$ cat src/rtl/dmac_pkg.sv
package dmac_pkg;
    localparam int HALF_W = 16;
    localparam int WORD_W = 2 * HALF_W;
    localparam int ACC_W  = 2 * WORD_W;
    localparam int PROD_W = 2 * HALF_W;
    localparam int LANES  = 2;
endpackage

$ cat src/rtl/dmac_prod.sv
module dmac_prod #(
    parameter int HW = dmac_pkg::HALF_W,
    parameter int AW = dmac_pkg::ACC_W,
    localparam int WW = 2 * HW,
    localparam int PW = 2 * HW
) (
    input  logic            clk,
    input  logic            rst,
    input  logic            vld_i,
    input  logic [WW-1:0]   a_i,
    input  logic [WW-1:0]   b_i,
    input  logic            swap_i,
    input  logic [AW-1:0]   acc_i,
    output logic            vld_o,
    output logic [2*PW-1:0] prod_o,
    output logic [AW-1:0]   acc_o
);
    for (genvar i = 0; i < 2; i++) begin : g_lane
        logic signed [HW-1:0] a_half;
        logic signed [HW-1:0] b_half;
        logic signed [PW-1:0] prod_c;
        logic signed [PW-1:0] prod_q;

        assign a_half = a_i[i*HW +: HW];
        assign b_half = swap_i ? b_i[(1-i)*HW +: HW] : b_i[i*HW +: HW];
        assign prod_c = a_half * b_half;

        always_ff @(posedge clk) begin
            if (rst)
                prod_q <= '0;
            else if (vld_i)
                prod_q <= prod_c;
        end

        assign prod_o[i*PW +: PW] = prod_q;
    end

    always_ff @(posedge clk) begin
        if (rst) begin
            vld_o <= 1'b0;
            acc_o <= '0;
        end else begin
            vld_o <= vld_i;
            if (vld_i)
                acc_o <= acc_i;
        end
    end


    s1_follow_chk: assert property (@(posedge clk) disable iff (rst) vld_i |=> vld_o);

    s1_idle_chk: assert property (@(posedge clk) disable iff (rst) !vld_i |=> !vld_o);
endmodule

$ cat src/rtl/dmac_sum.sv
module dmac_sum #(
    parameter int PW = dmac_pkg::PROD_W,
    parameter int AW = dmac_pkg::ACC_W,
    localparam int EXT = AW - PW
) (
    input  logic            clk,
    input  logic            rst,
    input  logic            vld_i,
    input  logic [2*PW-1:0] prod_i,
    input  logic [AW-1:0]   acc_i,
    output logic            vld_o,
    output logic [AW-1:0]   sum_o
);
    logic [AW-1:0] p_lo_x;
    logic [AW-1:0] p_hi_x;
    logic [AW-1:0] sum_c;

    assign p_lo_x = {{EXT{prod_i[PW-1]}}, prod_i[PW-1:0]};
    assign p_hi_x = {{EXT{prod_i[2*PW-1]}}, prod_i[2*PW-1:PW]};
    assign sum_c  = p_lo_x + p_hi_x + acc_i;

    always_ff @(posedge clk) begin
        if (rst) begin
            vld_o <= 1'b0;
            sum_o <= '0;
        end else begin
            vld_o <= vld_i;
            if (vld_i)
                sum_o <= sum_c;
        end
    end


    out_follow_chk: assert property (@(posedge clk) disable iff (rst) vld_i |=> vld_o);

    out_hold_chk: assert property (@(posedge clk) disable iff (rst) !vld_i |=> $stable(sum_o));
endmodule

$ cat src/rtl/dual_mac_top.sv
module dual_mac_top #(
    parameter int HALF_W = dmac_pkg::HALF_W,
    localparam int WW = 2 * HALF_W,
    localparam int AW = 2 * WW,
    localparam int PW = 2 * HALF_W
) (
    input  logic          clk,
    input  logic          rst,
    input  logic          in_valid,
    input  logic [WW-1:0] in_a,
    input  logic [WW-1:0] in_b,
    input  logic          in_swap,
    input  logic [WW-1:0] in_acc_hi,
    input  logic [WW-1:0] in_acc_lo,
    output logic          out_valid,
    output logic [WW-1:0] out_hi,
    output logic [WW-1:0] out_lo
);
    logic            s1_vld;
    logic [2*PW-1:0] s1_prod;
    logic [AW-1:0]   s1_acc;
    logic [AW-1:0]   sum;

    dmac_prod #(.HW(HALF_W), .AW(AW)) u_prod (
        .clk(clk), .rst(rst), .vld_i(in_valid), .a_i(in_a), .b_i(in_b),
        .swap_i(in_swap), .acc_i({in_acc_hi, in_acc_lo}),
        .vld_o(s1_vld), .prod_o(s1_prod), .acc_o(s1_acc)
    );

    dmac_sum #(.PW(PW), .AW(AW)) u_sum (
        .clk(clk), .rst(rst), .vld_i(s1_vld), .prod_i(s1_prod), .acc_i(s1_acc),
        .vld_o(out_valid), .sum_o(sum)
    );

    assign out_hi = sum[AW-1:WW];
    assign out_lo = sum[WW-1:0];


    rst_clear_chk: assert property (@(posedge clk) rst |=> !out_valid && out_hi == '0 && out_lo == '0);
endmodule

$ cat config.mk
export PLATFORM = sky130hd
export DESIGN_NAME = dual_mac_top
export DESIGN_NICKNAME = d
export VERILOG_FILES = /design/src/rtl/dmac_pkg.sv /design/src/rtl/dmac_prod.sv /design/src/rtl/dmac_sum.sv /design/src/rtl/dual_mac_top.sv
export SDC_FILE = /design/constraint.sdc
export NUM_CORES = 2
export LEC_CHECK = 0
export ABC_AREA = 1
export BUFFER_PORTS_ARGS = -buffer_cell sky130_fd_sc_hd__buf_4
export CORE_MARGIN = 2
export CORE_UTILIZATION = 60
export DETAILED_ROUTE_END_ITERATION = 10
export PLACE_DENSITY = 0.86
export REMOVE_ABC_BUFFERS = 1
export SLEW_MARGIN = 20
export SYNTH_ARGS = -nofsm -noshare
export SYNTH_HDL_FRONTEND = slang
export SYNTH_SLANG_ARGS = --single-unit
$ cat constraint.sdc
create_clock -name clk -period 17.1 [get_ports clk]
set_clock_uncertainty 0.05 [all_clocks]
set_input_delay 0 -clock clk [delete_from_list [all_inputs] [get_ports clk]]
set_output_delay 0 -clock clk [all_outputs]
set_load 0.02 [all_outputs]
==> flow_summary.json <==
{
  "worstMarginPinSlew_ns": 1.10,
  "synth_area_um2": 34100,
  "max_slew_margin_pct": 27.0,
  "crit_type": "in2reg",
  "start_kind": "input port",
  "dieWidth_um": 242,
  "outcome": "finished, final reports clean",
  "wl_per_cell_um": 17.7,
  "cp.arrival_ns": 7.09,
  "synth-seq-cells": 194,
  "vias_per_cell": 5.52,
  "hpwlAfterDp_um": 83200,
  "vias": 31508,
  "mostFrequentLayoutCells": "996 x inv_1, 849 x nand2_1, 810 x nor2_1",
  "rrSetupSlack_ns": 12.50,
  "slew_viol_final": 0,
  "grtUsageMet1_pct": 45.0,
  "maxCapViolCount": 0,
  "insertion_delay_ns": 0.46,
  "drtPass1Iterations": 6,
  "core_area_um2": 56300,
  "final_common_cell": "inv_1",
  "dpl_cell_area_um2": 36100,
  "drc_errors": 0,
  "antenna_found_initial": 1,
  "ys_warn_count": 0,
  "cts_sinks": 194,
  "io_pins": 197,
  "syn_to_final_growth_pct": 9.96,
  "route.final.wire_length_um": 101000,
  "overflow": 0,
  "cts.path.max_buffers": 2,
  "initial_core_util_pct": 60.5,
  "fill_cells": 4830,
  "cts_tree": "done",
  "die_area_um2": 58700,
  "avgSynthCellArea_um2": 7.14,
  "synth_top_flop_cell": "dfxtp_1",
  "hp-class": "in2reg",
  "path_clk_slew_ns": 0.08,
  "postRouteAntennaNets": 0,
  "cp-startpoint": "in_swap",
  "final_net_count": 5860,
  "gr-usage-met2_pct": 57.5,
  "grt-busiest-layer": "met2",
  "async_reset_ff_share_pct": 0,
  "cts-root-buf": "clkbuf_16",
  "min_from": "rst",
  "ys_seq_area_share_pct": 11.4,
  "synth_top_area_cell": "fa_1",
  "post-cts-setup-buffer-count": 0,
  "period_share_pct": 39.4,
  "worstSetupEndpointType": "flop",
  "rsz0062_at_grt": "false",
  "grt_pass1_wl_um": 165000,
  "grtUsageTotal_pct": 35.1,
  "crit_required_ns": 17.45,
  "fmax_mhz": 148,
  "drive_above_1_share_pct": 7.49,
  "min_period_ns": 6.74,
  "worst_r2r_startpoint": "u_prod.g_lane[0].prod_q[0]$_SDFFE_PP0P_",
  "post-route-util_pct": 66.5,
  "finalHoldViolations": 0,
  "grt_max_degree": 94,
  "synth_area_leaders": "fa_1 31%, dfxtp_1 11%, inv_1 11%",
  "die_y_um": 242,
  "portBuffers": 196,
  "netlist.area_leader.share_pct": 30.9,
  "ys_types": 52,
  "numCtsBuffers": 17,
  "design_area_um2": 37400,
  "synth_edf_count": 0,
  "grt_pass1_vias": 32171,
  "first_iter_violations": 2590,
  "syn_inst": 4767,
  "setup_viol": 0,
  "gp_congestion": 1.08,
  "h-tree-depth": 4,
  "rows": 87,
  "fin_tns_setup_ns": 0,
  "grt.met3_usage_pct": 8.40,
  "critPathMaxFanout": 33
}
## worst max-delay path, cell delays in order
cell     delay (ns)
buf_4          0.22
inv_1          0.66
or2_2          0.23
o21ai_1        0.06
buf_4          0.22
inv_1          0.23
nand2_1        0.16
fa_1           0.53
inv_1          0.07
fa_1           0.81
fa_1           0.53
fa_1           0.50
fa_1           0.50
inv_1          0.05
fa_1           0.47
inv_1          0.04
ha_1           0.38
nand2_1        0.12
nor2_1         0.15
inv_1          0.08
nor3_1         0.30
o21ai_0        0.23
nand3_1        0.15
xor2_1         0.21
o21ai_0        0.10
inv_1          0.07
## cell usage after synthesis (3+ instances only)
cell / instances
nor2_1: 810
a211oi_1: 3
a21boi_0: 7
a21o_1: 14
nand2_2: 20
ha_1: 259
o21bai_1: 25
o21bai_2: 3
buf_1: 9
or2_2: 16
o21ai_0: 223
o21a_1: 6
nand4_1: 34
o21ai_1: 19
xor2_1: 74
xnor2_1: 32
nand3_2: 6
mux2i_1: 3
nand2_1: 849
nor3_1: 31
o211ai_1: 16
nor3_2: 5
clkinv_1: 15
clkbuf_1: 94
dfxtp_1: 194
a31o_2: 5
a31oi_1: 6
o221ai_1: 3
a21oi_2: 3
a21oi_1: 190
inv_1: 998
fa_1: 526
inv_2: 25
buf_2: 20
nor2_2: 26
nand3_1: 170
nor4_1: 9
## logic make-up after synthesis
logic type      Yosys count  share of synthesized area (%)
xor+xnor                106                           2.73
fa+ha+maj               785                           40.4
compound gates          530                           8.63
buf+inv                1161                           12.9
simple gates           1988                           23.8
mux                       3                         0.0882
flops                   194                           11.4
## cell type report
cell class	instances	area, um^2	share of cell area, %
flip-flops and latches	194	3890	10.4
diodes	1	2.50	0.00668
clock buffers	17	425	1.14
well taps	756	946	2.53
multi-input cells	3412	25800	68.9
repair buffers	280	2260	6.04
inverters	1038	3900	10.4
clock inverters	15	226	0.605
## registers in the layout, summed over array words and instances (netlist names)
| signal | flops |
|---|---|
| u_prod.acc_o | 64 |
| u_prod.g_lane.prod_q | 64 |
| u_prod.vld_o | 1 |
| u_sum.sum_o | 64 |
| u_sum.vld_o | 1 |
## stage by stage
step,worst slack [ns],hold WS [ns],cells
final,10.36,0.0843,5713
after detailed placement,10.06,0.180,5616
after CTS,10.52,0.0842,5712
after global routing,9.91,0.147,5713
after global placement,10.16,0.172,5616
after floorplan,11.30,0.0224,4644
## metal layers
metal  vias to the layer above  share of wire, %
li1                      14780                 -
met1                     15000                40
met2                      1478                46
met3                       250                10
met4                         0               4.2
met5                         -                 0
## timing repair
| action | 4_1_cts | 5_1_grt |
|---|---|---|
| resized for setup | 0 | 0 |
| setup endpoints to repair | 0 | 0 |
| hold buffers | 64 | 0 |
| hold endpoints to repair | 64 | 0 |
## path summary, 6_finish.rpt
check,to,depth (start not counted)
min reg2reg,u_prod.g_lane[0].prod_q[8]$_SDFFE_PP0P_,2
min,u_prod.acc_o[0]$_SDFFE_PP0P_,4
max reg2reg,u_sum.sum_o[57]$_SDFFE_PP0P_,24
max,u_prod.g_lane[0].prod_q[28]$_SDFFE_PP0P_,26
Power is left out: the tool's default activity adds up to more than one toggle a clock period on the data nets, which glitch-free logic cannot reach.
